[config.mk]
export PLATFORM = sky130hd
export DESIGN_NAME = nor_cmd_decoder
export DESIGN_NICKNAME = d
export VERILOG_FILES = /design/src/rtl/nor_cmd_pkg.sv /design/src/rtl/nor_seq_fsm.sv /design/src/rtl/nor_pe_engine.sv /design/src/rtl/nor_cell_array.sv /design/src/rtl/nor_read_mux.sv /design/src/rtl/nor_cmd_decoder.sv
export SDC_FILE = /design/constraint.sdc
export NUM_CORES = 2
export LEC_CHECK = 0
export ABC_AREA = 1
export BUFFER_PORTS_ARGS = -buffer_cell sky130_fd_sc_hd__buf_2
export CORE_ASPECT_RATIO = 2
export CORE_MARGIN = 8
export CORE_UTILIZATION = 40
export DETAILED_ROUTE_END_ITERATION = 10
export GPL_TIMING_DRIVEN = 0
export PLACE_DENSITY = 0.65
export SYNTH_ARGS = -nofsm -noshare
export SYNTH_HDL_FRONTEND = slang
export SYNTH_HIERARCHICAL = 1
export SYNTH_SLANG_ARGS = --single-unit
export TNS_END_PERCENT = 20
[constraint.sdc]
create_clock -name clk -period 9.4 [get_ports clk]
set_input_delay 1.41 -clock clk [delete_from_list [all_inputs] [get_ports clk]]
set_output_delay 1.41 -clock clk [all_outputs]
set_load 0.02 [all_outputs]
[src/rtl/nor_cmd_pkg.sv]
// Shared types and command codes for the NOR command decoder.
// Assumes word-addressed unlock locations that fit in 11 bits.
package nor_cmd_pkg;

    typedef enum logic [3:0] {
        SQ_IDLE,   // idle (array read, or bypass idle when bypass flag set)
        SQ_UNL1,   // first unlock cycle seen
        SQ_UNL2,   // both unlock cycles seen
        SQ_PROG,   // waiting for program address/data
        SQ_ERS1,   // erase setup seen
        SQ_ERS2,   // erase setup + first unlock seen
        SQ_ERS3,   // erase setup + both unlocks seen
        SQ_SECX,   // secured exit: waiting for final 00h
        SQ_BYPR    // bypass reset: waiting for final 00h
    } seq_t;

    typedef enum logic [1:0] {
        PE_PROG,
        PE_SECT,
        PE_CHIP
    } pe_op_t;

    localparam logic [10:0] UNLOCK_ADDR_A = 11'h555;
    localparam logic [10:0] UNLOCK_ADDR_B = 11'h2AA;

    localparam logic [7:0] CMD_UNL_A  = 8'hAA;
    localparam logic [7:0] CMD_UNL_B  = 8'h55;
    localparam logic [7:0] CMD_PROG   = 8'hA0;
    localparam logic [7:0] CMD_BYPASS = 8'h20;
    localparam logic [7:0] CMD_ERASE  = 8'h80;
    localparam logic [7:0] CMD_CHIP   = 8'h10;
    localparam logic [7:0] CMD_SECT   = 8'h30;
    localparam logic [7:0] CMD_IDREAD = 8'h90;
    localparam logic [7:0] CMD_SECURE = 8'h88;
    localparam logic [7:0] CMD_RESET  = 8'hF0;
    localparam logic [7:0] CMD_ZERO   = 8'h00;

    // Secured-region content: fixed serial pattern computed per index.
    function automatic logic [15:0] secured_word(input logic [2:0] idx);
        return 16'hC0DE ^ {5'b0, idx, 5'b0, idx};
    endfunction

endpackage

[src/rtl/nor_seq_fsm.sv]
// Write-sequence tracker. Matches bus writes against the command
// sequences, keeps the bypass, autoselect and secured-overlay flags,
// and issues a one-cycle start with operation, target and data.
// Assumes the caller holds `ready` low while an operation runs; all
// writes are discarded in that time.
module nor_seq_fsm
    import nor_cmd_pkg::*;
#(
    parameter int ADDR_W = 12,
    parameter int ARR_AW = 6
) (
    input  logic              clk,
    input  logic              rst_n,
    input  logic              wr_en,
    input  logic [ADDR_W-1:0] addr,
    input  logic [15:0]       wdata,
    input  logic              ready,
    output seq_t              state,
    output logic              bypass_mode,
    output logic              autosel_mode,
    output logic              secure_mode,
    output logic              start,
    output pe_op_t            op,
    output logic [ARR_AW-1:0] tgt_addr,
    output logic [15:0]       tgt_data
);

    localparam logic [ADDR_W-1:0] ADDR_A = ADDR_W'(UNLOCK_ADDR_A);
    localparam logic [ADDR_W-1:0] ADDR_B = ADDR_W'(UNLOCK_ADDR_B);

    seq_t       nxt_state;
    logic       nxt_byp, nxt_auto, nxt_sec;
    logic       accept, at_a, at_b;
    logic [7:0] cmd;

    assign accept   = wr_en && ready;
    assign at_a     = (addr == ADDR_A);
    assign at_b     = (addr == ADDR_B);
    assign cmd      = wdata[7:0];
    assign tgt_addr = addr[ARR_AW-1:0];
    assign tgt_data = wdata;

    // Next-state and start decode for one accepted write.
    always_comb begin
        nxt_state = state;
        nxt_byp   = bypass_mode;
        nxt_auto  = autosel_mode;
        nxt_sec   = secure_mode;
        start     = 1'b0;
        op        = PE_PROG;
        if (accept) begin
            nxt_state = SQ_IDLE;
            case (state)
                SQ_IDLE: begin
                    if (bypass_mode) begin
                        if (cmd == CMD_PROG)        nxt_state = SQ_PROG;
                        else if (cmd == CMD_ERASE)  nxt_state = SQ_ERS1;
                        else if (cmd == CMD_IDREAD) nxt_state = SQ_BYPR;
                    end else begin
                        if (cmd == CMD_UNL_A && at_a) nxt_state = SQ_UNL1;
                        else if (cmd == CMD_RESET)    nxt_auto  = 1'b0;
                    end
                end
                SQ_UNL1: begin
                    if (cmd == CMD_UNL_B && at_b) nxt_state = SQ_UNL2;
                end
                SQ_UNL2: begin
                    if (at_a) begin
                        case (cmd)
                            CMD_PROG:   nxt_state = SQ_PROG;
                            CMD_ERASE:  nxt_state = SQ_ERS1;
                            CMD_BYPASS: begin
                                nxt_byp  = 1'b1;
                                nxt_auto = 1'b0;
                            end
                            CMD_IDREAD: begin
                                if (secure_mode) nxt_state = SQ_SECX;
                                else             nxt_auto  = 1'b1;
                            end
                            CMD_SECURE: nxt_sec = 1'b1;
                            default:    nxt_state = SQ_IDLE;
                        endcase
                    end
                end
                SQ_PROG: begin
                    start = 1'b1;
                    op    = PE_PROG;
                end
                SQ_ERS1: begin
                    if (cmd == CMD_UNL_A && at_a) nxt_state = SQ_ERS2;
                end
                SQ_ERS2: begin
                    if (cmd == CMD_UNL_B && at_b) nxt_state = SQ_ERS3;
                end
                SQ_ERS3: begin
                    if (cmd == CMD_CHIP && at_a) begin
                        start = 1'b1;
                        op    = PE_CHIP;
                    end else if (cmd == CMD_SECT) begin
                        start = 1'b1;
                        op    = PE_SECT;
                    end
                end
                SQ_SECX: begin
                    if (cmd == CMD_ZERO) nxt_sec = 1'b0;
                end
                SQ_BYPR: begin
                    if (cmd == CMD_ZERO) nxt_byp = 1'b0;
                end
                default: nxt_state = SQ_IDLE;
            endcase
        end
    end

    // State and mode flag registers.
    always_ff @(posedge clk) begin
        if (!rst_n) begin
            state        <= SQ_IDLE;
            bypass_mode  <= 1'b0;
            autosel_mode <= 1'b0;
            secure_mode  <= 1'b0;
        end else begin
            state        <= nxt_state;
            bypass_mode  <= nxt_byp;
            autosel_mode <= nxt_auto;
            secure_mode  <= nxt_sec;
        end
    end

endmodule

[src/rtl/nor_pe_engine.sv]
// Program/erase engine. Accepts a start when the target sector is not
// protected (chip erase is always accepted), stays busy for a fixed
// count per operation, then pulses commit with the latched job.
// Assumes start arrives only while not busy.
module nor_pe_engine
    import nor_cmd_pkg::*;
#(
    parameter int ARR_AW     = 6,
    parameter int SEC_AW     = 4,
    parameter int BUSY_PROG  = 8,
    parameter int BUSY_ERASE = 20,
    parameter logic [(1<<(ARR_AW-SEC_AW))-1:0] PROT_MASK = '0
) (
    input  logic              clk,
    input  logic              rst_n,
    input  logic              start,
    input  pe_op_t            op,
    input  logic [ARR_AW-1:0] addr,
    input  logic [15:0]       data,
    output logic              busy,
    output logic              commit,
    output pe_op_t            c_op,
    output logic [ARR_AW-1:0] c_addr,
    output logic [15:0]       c_data
);

    localparam int MAX_BUSY = (BUSY_ERASE > BUSY_PROG) ? BUSY_ERASE : BUSY_PROG;
    localparam int CNT_W    = $clog2(MAX_BUSY + 1);

    logic [CNT_W-1:0] cnt;
    logic             allowed;

    assign allowed = (op == PE_CHIP) || !PROT_MASK[addr[ARR_AW-1:SEC_AW]];
    assign commit  = busy && (cnt == '0);

    // Busy counter and job latch.
    always_ff @(posedge clk) begin
        if (!rst_n) begin
            busy   <= 1'b0;
            cnt    <= '0;
            c_op   <= PE_PROG;
            c_addr <= '0;
            c_data <= '0;
        end else if (start && allowed && !busy) begin
            busy   <= 1'b1;
            cnt    <= (op == PE_PROG) ? CNT_W'(BUSY_PROG - 1) : CNT_W'(BUSY_ERASE - 1);
            c_op   <= op;
            c_addr <= addr;
            c_data <= data;
        end else if (commit) begin
            busy <= 1'b0;
        end else if (busy) begin
            cnt <= cnt - 1'b1;
        end
    end

endmodule

[src/rtl/nor_cell_array.sv]
// Behavioural cell array. Program ANDs data into one word, sector erase
// fills one sector with ones, chip erase fills every unprotected sector.
// Reset restores the erased state. Read is combinational.
module nor_cell_array
    import nor_cmd_pkg::*;
#(
    parameter int ARR_AW = 6,
    parameter int SEC_AW = 4,
    parameter logic [(1<<(ARR_AW-SEC_AW))-1:0] PROT_MASK = '0
) (
    input  logic              clk,
    input  logic              rst_n,
    input  logic              commit,
    input  pe_op_t            c_op,
    input  logic [ARR_AW-1:0] c_addr,
    input  logic [15:0]       c_data,
    input  logic [ARR_AW-1:0] rd_addr,
    output logic [15:0]       rd_word
);

    localparam int WORDS = 1 << ARR_AW;

    logic [15:0] mem [WORDS];

    generate
        for (genvar w = 0; w < WORDS; w++) begin : g_word
            localparam logic [ARR_AW-1:0] WA = ARR_AW'(w);
            localparam int SEC = w >> SEC_AW;
            // Update of one word on commit.
            always_ff @(posedge clk) begin
                if (!rst_n) begin
                    mem[w] <= 16'hFFFF;
                end else if (commit) begin
                    if (c_op == PE_PROG && c_addr == WA)
                        mem[w] <= mem[w] & c_data;
                    else if (c_op == PE_SECT && c_addr[ARR_AW-1:SEC_AW] == WA[ARR_AW-1:SEC_AW])
                        mem[w] <= 16'hFFFF;
                    else if (c_op == PE_CHIP && !PROT_MASK[SEC])
                        mem[w] <= 16'hFFFF;
                end
            end
        end
    endgenerate

    assign rd_word = mem[rd_addr];

endmodule

[src/rtl/nor_read_mux.sv]
// Read data selection: array while busy or in normal mode, secured
// words when the overlay is active, identification words in autoselect.
module nor_read_mux
    import nor_cmd_pkg::*;
#(
    parameter int ARR_AW = 6,
    parameter int SEC_AW = 4,
    parameter logic [(1<<(ARR_AW-SEC_AW))-1:0] PROT_MASK = '0,
    parameter logic [15:0] MFR_ID  = 16'h0001,
    parameter logic [15:0] DEV_ID0 = 16'h2A10,
    parameter logic [15:0] DEV_ID1 = 16'h2A21,
    parameter logic [15:0] DEV_ID2 = 16'h2A00
) (
    input  logic [ARR_AW-1:0] addr,
    input  logic              busy,
    input  logic              secure_mode,
    input  logic              autosel_mode,
    input  logic [15:0]       arr_word,
    output logic [15:0]       rdata
);

    logic [15:0] id_word;

    // Identification word decode on the low address nibble.
    always_comb begin
        case (addr[3:0])
            4'h0:    id_word = MFR_ID;
            4'h1:    id_word = DEV_ID0;
            4'h2:    id_word = {15'b0, PROT_MASK[addr[ARR_AW-1:SEC_AW]]};
            4'hE:    id_word = DEV_ID1;
            4'hF:    id_word = DEV_ID2;
            default: id_word = 16'h0000;
        endcase
    end

    // Source selection by mode.
    always_comb begin
        if (busy)              rdata = arr_word;
        else if (secure_mode)  rdata = secured_word(addr[2:0]);
        else if (autosel_mode) rdata = id_word;
        else                   rdata = arr_word;
    end

endmodule

[src/rtl/nor_cmd_decoder.sv]
// Top of the NOR bank command decoder: sequence tracker, program/erase
// engine, cell array and read multiplexer. One write per cycle; reads
// are combinational from addr. Requires ADDR_W >= 11 and ARR_AW > SEC_AW >= 4.
module nor_cmd_decoder
    import nor_cmd_pkg::*;
#(
    parameter int ADDR_W     = 12,
    parameter int ARR_AW     = 6,
    parameter int SEC_AW     = 4,
    parameter int BUSY_PROG  = 8,
    parameter int BUSY_ERASE = 20,
    parameter logic [(1<<(ARR_AW-SEC_AW))-1:0] PROT_MASK = 4'b0010,
    parameter logic [15:0] MFR_ID  = 16'h0001,
    parameter logic [15:0] DEV_ID0 = 16'h2A10,
    parameter logic [15:0] DEV_ID1 = 16'h2A21,
    parameter logic [15:0] DEV_ID2 = 16'h2A00
) (
    input  logic              clk,
    input  logic              rst_n,
    input  logic              wr_en,
    input  logic [ADDR_W-1:0] addr,
    input  logic [15:0]       wdata,
    output logic [15:0]       rdata,
    output logic              ready
);

    seq_t              seq_state;
    logic              bypass_mode, autosel_mode, secure_mode;
    logic              start, busy, commit;
    pe_op_t            op, c_op;
    logic [ARR_AW-1:0] tgt_addr, c_addr;
    logic [15:0]       tgt_data, c_data, arr_word;

    assign ready = !busy;

    nor_seq_fsm #(.ADDR_W(ADDR_W), .ARR_AW(ARR_AW)) u_fsm (
        .clk(clk), .rst_n(rst_n), .wr_en(wr_en), .addr(addr), .wdata(wdata),
        .ready(ready), .state(seq_state), .bypass_mode(bypass_mode),
        .autosel_mode(autosel_mode), .secure_mode(secure_mode), .start(start),
        .op(op), .tgt_addr(tgt_addr), .tgt_data(tgt_data)
    );

    nor_pe_engine #(
        .ARR_AW(ARR_AW), .SEC_AW(SEC_AW), .BUSY_PROG(BUSY_PROG),
        .BUSY_ERASE(BUSY_ERASE), .PROT_MASK(PROT_MASK)
    ) u_engine (
        .clk(clk), .rst_n(rst_n), .start(start), .op(op), .addr(tgt_addr),
        .data(tgt_data), .busy(busy), .commit(commit), .c_op(c_op),
        .c_addr(c_addr), .c_data(c_data)
    );

    nor_cell_array #(.ARR_AW(ARR_AW), .SEC_AW(SEC_AW), .PROT_MASK(PROT_MASK)) u_array (
        .clk(clk), .rst_n(rst_n), .commit(commit), .c_op(c_op), .c_addr(c_addr),
        .c_data(c_data), .rd_addr(addr[ARR_AW-1:0]), .rd_word(arr_word)
    );

    nor_read_mux #(
        .ARR_AW(ARR_AW), .SEC_AW(SEC_AW), .PROT_MASK(PROT_MASK), .MFR_ID(MFR_ID),
        .DEV_ID0(DEV_ID0), .DEV_ID1(DEV_ID1), .DEV_ID2(DEV_ID2)
    ) u_rmux (
        .addr(addr[ARR_AW-1:0]), .busy(busy), .secure_mode(secure_mode),
        .autosel_mode(autosel_mode), .arr_word(arr_word), .rdata(rdata)
    );

endmodule

==> impl_metrics.xml <==
<?xml version="1.0" encoding="UTF-8"?>
<metrics>
  <group name="floorplan">
    <metric name="floorplan.rows" unit="">189</metric>
    <metric name="io_pins" unit="">48</metric>
    <metric name="die_ar" unit="sq um">146000</metric>
    <metric name="initial_utilization" unit="">0.403</metric>
    <metric name="dieWidth" unit="um">274</metric>
    <metric name="die_height" unit="um">533</metric>
    <metric name="coreArea" unit="sq um">133000</metric>
  </group>
  <group name="timing">
    <metric name="fin_crit" unit="ps">7090</metric>
    <metric name="hold_viol" unit="">0</metric>
    <metric name="timing.max_slew.rel_slack" unit="">-0.0632</metric>
    <metric name="setup_viol" unit="">0</metric>
    <metric name="timing.final.ws_setup" unit="ps">2310</metric>
    <metric name="finalHoldWorstSlack" unit="ps">462</metric>
    <metric name="max_freq" unit="MHz">141</metric>
    <metric name="max_slew.worst_pin.slew" unit="ps">1590</metric>
    <metric name="fin_crit_sh" unit="">0.755</metric>
    <metric name="report.final.slew_viol_count" unit="">94</metric>
    <metric name="timing.clock.skew" unit="ps">23.2</metric>
    <metric name="finalSetupTns" unit="ps">0</metric>
    <metric name="rsz_0062_raised_after_global_routing" unit="">false</metric>
  </group>
  <group name="placement">
    <metric name="io_buffer_count" unit="">39</metric>
    <metric name="dpl.hpwl" unit="mm">180</metric>
    <metric name="worst_case_setup_slack_after_placement" unit="ps">2780</metric>
    <metric name="gpl.final_weighted_congestion" unit="">1.10</metric>
  </group>
  <group name="power_and_ir_drop">
    <metric name="report.power.total" unit="uW">10300</metric>
    <metric name="irDropWorstVdd" unit="mV">0.221</metric>
    <metric name="cellLeakagePower" unit="uW">0.0186</metric>
    <metric name="internal_power" unit="uW">7640</metric>
    <metric name="power.net_switching" unit="uW">2620</metric>
    <metric name="power.clock.fraction" unit="">0.407</metric>
    <metric name="combinationalPowerShare" unit="">0.090</metric>
    <metric name="powerDensity" unit="nW/um^2">173</metric>
    <metric name="power.share.sequential" unit="">0.503</metric>
    <metric name="sw_frac_of_total" unit="">0.255</metric>
  </group>
  <group name="cells_and_area">
    <metric name="area_growth" unit="%">10.8</metric>
    <metric name="register_area" unit="sq um">31500</metric>
    <metric name="layout_common_cells" unit="">nand2_1, edfxtp_1, nand3_1, buf_2, clkbuf_1</metric>
    <metric name="drive_gt1_frac" unit="">0.0852</metric>
    <metric name="fillers" unit="">13200</metric>
    <metric name="final_common_cell" unit="">nand2_1</metric>
    <metric name="utilization" unit="">0.446</metric>
    <metric name="num-nets-final" unit="">6496</metric>
    <metric name="multi_input_comb_area" unit="sq um">19600</metric>
  </group>
  <group name="global_routing">
    <metric name="globalRoute.totalOverflow" unit="">0</metric>
    <metric name="grt_first_pass_wirelength" unit="mm">339</metric>
    <metric name="grt_antenna_before_repair" unit="">12</metric>
    <metric name="pin_count_of_the_biggest_net_entering_global_routing" unit="">18</metric>
    <metric name="globalRouteTotalUtil" unit="">0.332</metric>
    <metric name="vias_in_the_first_global_route" unit="">45300</metric>
  </group>
  <group name="worst_setup_path">
    <metric name="regToRegStartpoint" unit="">u_engine/busy</metric>
    <metric name="worstSetupStartpointType" unit="">input pin</metric>
    <metric name="cp-end-kind" unit="">output pin</metric>
    <metric name="maximum_fanout_along_the_worst_path" unit="">11</metric>
    <metric name="worst_setup_path_endpoint" unit="">rdata[11]</metric>
    <metric name="rr_worst_depth" unit="">10</metric>
    <metric name="worst-endpoint-arrival" unit="ps">5680</metric>
    <metric name="reg2reg_to" unit="">u_array/mem[40][13]</metric>
    <metric name="ff2ff_setup_slack" unit="ps">5280</metric>
    <metric name="setup.worst_path.start" unit="">addr[2]</metric>
    <metric name="path_class" unit="">in -&gt; out</metric>
    <metric name="timing.critical_path.required" unit="ps">7990</metric>
  </group>
  <group name="clock_tree">
    <metric name="cts.root.buffer_cell" unit="">clkbuf_16</metric>
    <metric name="clkLatencyLatePin" unit="ps">730</metric>
    <metric name="cts_setup_buffers" unit="">0</metric>
    <metric name="cts_tree" unit="">yes</metric>
    <metric name="cts_hold_buf" unit="">0</metric>
    <metric name="cts.sink_count" unit="">1061</metric>
    <metric name="ctsResizeCount" unit="">0</metric>
    <metric name="clk_path_buf_depth" unit="">3</metric>
    <metric name="worst_setup_hold_path_clk_slew" unit="ps">70</metric>
    <metric name="tritoncts_buffers" unit="">93</metric>
    <metric name="htree_levels" unit="">3</metric>
  </group>
  <group name="yosys">
    <metric name="flip_flop_and_latch_count_after_synthesis" unit="">1061</metric>
    <metric name="synth_sequential_area_ratio" unit="">0.589</metric>
    <metric name="post_synth_instance_area" unit="sq um">53400</metric>
    <metric name="synthesis.area_per_instance" unit="sq um">8.45</metric>
    <metric name="synthesis.yosys.warnings" unit="">6</metric>
    <metric name="yosys.cell_types.count" unit="">41</metric>
    <metric name="netlist_instances" unit="">6320</metric>
    <metric name="synth_nets" unit="">6352</metric>
  </group>
  <group name="detailed_routing">
    <metric name="drt_first_pass_iters" unit="">8</metric>
    <metric name="drt-wirelength-per-cell" unit="um">29.8</metric>
    <metric name="route.vias.total" unit="">48100</metric>
    <metric name="first_iter_violations" unit="">6514</metric>
    <metric name="post_drt_via_cell_ratio" unit="">5.82</metric>
    <metric name="routed_wirelength" unit="mm">247</metric>
    <metric name="detail_route.drc_violations" unit="">0</metric>
    <metric name="drt.antenna.violating_nets" unit="">0</metric>
  </group>
  <group name="worst_hold_path">
    <metric name="min-delay-path-class" unit="">reg -&gt; reg</metric>
  </group>
  <group name="outcome">
    <metric name="violations" unit="">capacitance limit, slew limit</metric>
    <metric name="outcome" unit="">finished, violations left</metric>
  </group>
  <group name="run">
    <metric name="max_cap_violations" unit="">9</metric>
  </group>
</metrics>
worst min path at each step:
stage / startpoint / to / depth (start not counted) / slack, ps
final: u_engine/c_data[11] / u_engine/c_data[11] / 2 / 460
after CTS: u_engine/c_data[11] / u_engine/c_data[11] / 2 / 460
after global placement: u_engine/c_data[11] / u_engine/c_data[11] / 2 / 450
after floorplan: u_engine/c_data[11] / u_engine/c_data[11] / 2 / 440
after detailed placement: u_engine/c_data[10] / u_engine/c_data[10] / 2 / 450
after global routing: u_engine/c_data[10] / u_engine/c_data[10] / 2 / 480
state kept, by name, summed over array words and instances (netlist names):
| name | cells |
|---|---|
| u_engine/busy | 1 |
| u_engine/c_addr | 6 |
| u_engine/cnt | 5 |
| u_engine/c_data | 16 |
| u_fsm/bypass_mode | 1 |
| u_engine/c_op | 2 |
| u_array/mem | 1024 |
| u_fsm/state | 4 |
| u_fsm/autosel_mode | 1 |
| u_fsm/secure_mode | 1 |
kinds of logic after synthesis:
family                     Yosys count  synth area share
DFF                               1061             0.589
and+or+nand+nor                   4663             0.357
adders and majority gates            1          0.000234
buffers and inverters              522            0.0448
AOI/OAI and AO/OA                   73           0.00810
layer usage:
| metal | vias to the layer above | routed length, um | global-route usage |
|---|---|---|---|
| met1 | 22800 | 74200 | 0.331 |
| met2 | 3270 | 117000 | 0.554 |
| li1 | 21000 | - | - |
| met4 | 4 | 32100 | 0.338 |
| met3 | 1056 | 23200 | 0.0738 |
| met5 | - | 28 | 0 |
synthesized netlist by cell type, drive strengths merged:
| cell | count | share of area |
|---|---|---|
| nand3 | 913 | 0.086 |
| buf | 264 | 0.027 |
| nor4 | 2 | 0.00052 |
| dfxtp | 37 | 0.014 |
| clkinv | 2 | 0.00014 |
| nand2 | 3592 | 0.25 |
| a211oi | 2 | 0.00028 |
| a22o | 1 | 0.00016 |
| edfxtp | 1024 | 0.58 |
| nand4 | 5 | 0.00059 |
| o211ai | 1 | 0.00023 |
| o2111ai | 1 | 0.00016 |
| a21oi | 40 | 0.0038 |
| or2 | 2 | 0.00023 |
| nor2 | 125 | 0.013 |
| a31oi | 2 | 0.00023 |
| nand3b | 2 | 0.00052 |
| ha | 1 | 0.00023 |
| a21boi | 1 | 0.00014 |
| inv | 79 | 0.0056 |
| nor3 | 22 | 0.0040 |
| o31ai | 2 | 0.00028 |
| o21ai | 23 | 0.0028 |
| clkbuf | 177 | 0.012 |
per-stage QoR:
step           cells  cell area, sq um
2_1_floorplan   6320             53400
3_3_place_gp    8078             55800
3_5_place_dp    8084             55900
4_1_cts         8256             59100
5_1_grt         8261             59100
6_report        8276             59200
critical path: stages:
cell and delay, ps:
buf_2 230, inv_1 110, clkbuf_1 790, buf_1 1030, nand3_1 450, nand2_1 420
nand2_1 140, nand3_1 100, nand3_1 210, nand2_1 240, a21boi_1 90, a21oi_1 180
buf_2 190
power by group through the flow:
stage	sequential, uW	clock [uW]	combinational (uW)
after floorplan	5260	0	450
after global placement	5270	0	851
after detailed placement	5260	0	859
after CTS	5160	4200	860
after global routing	5160	4360	945
final	5160	4180	922
cell type report:
| type | instances | share of cell area |
|---|---|---|
| sequential | 1061 | 0.532 |
| multi-input combinational | 4737 | 0.331 |
| clock buffer | 108 | 0.0403 |
| tap | 1719 | 0.0363 |
| buffer | 441 | 0.0355 |
| clock inverter | 64 | 0.0137 |
| timing repair buffer | 49 | 0.00558 |
| inverter | 81 | 0.00514 |
| antenna | 16 | 0.000677 |
(Power assumes the default switching activity.)
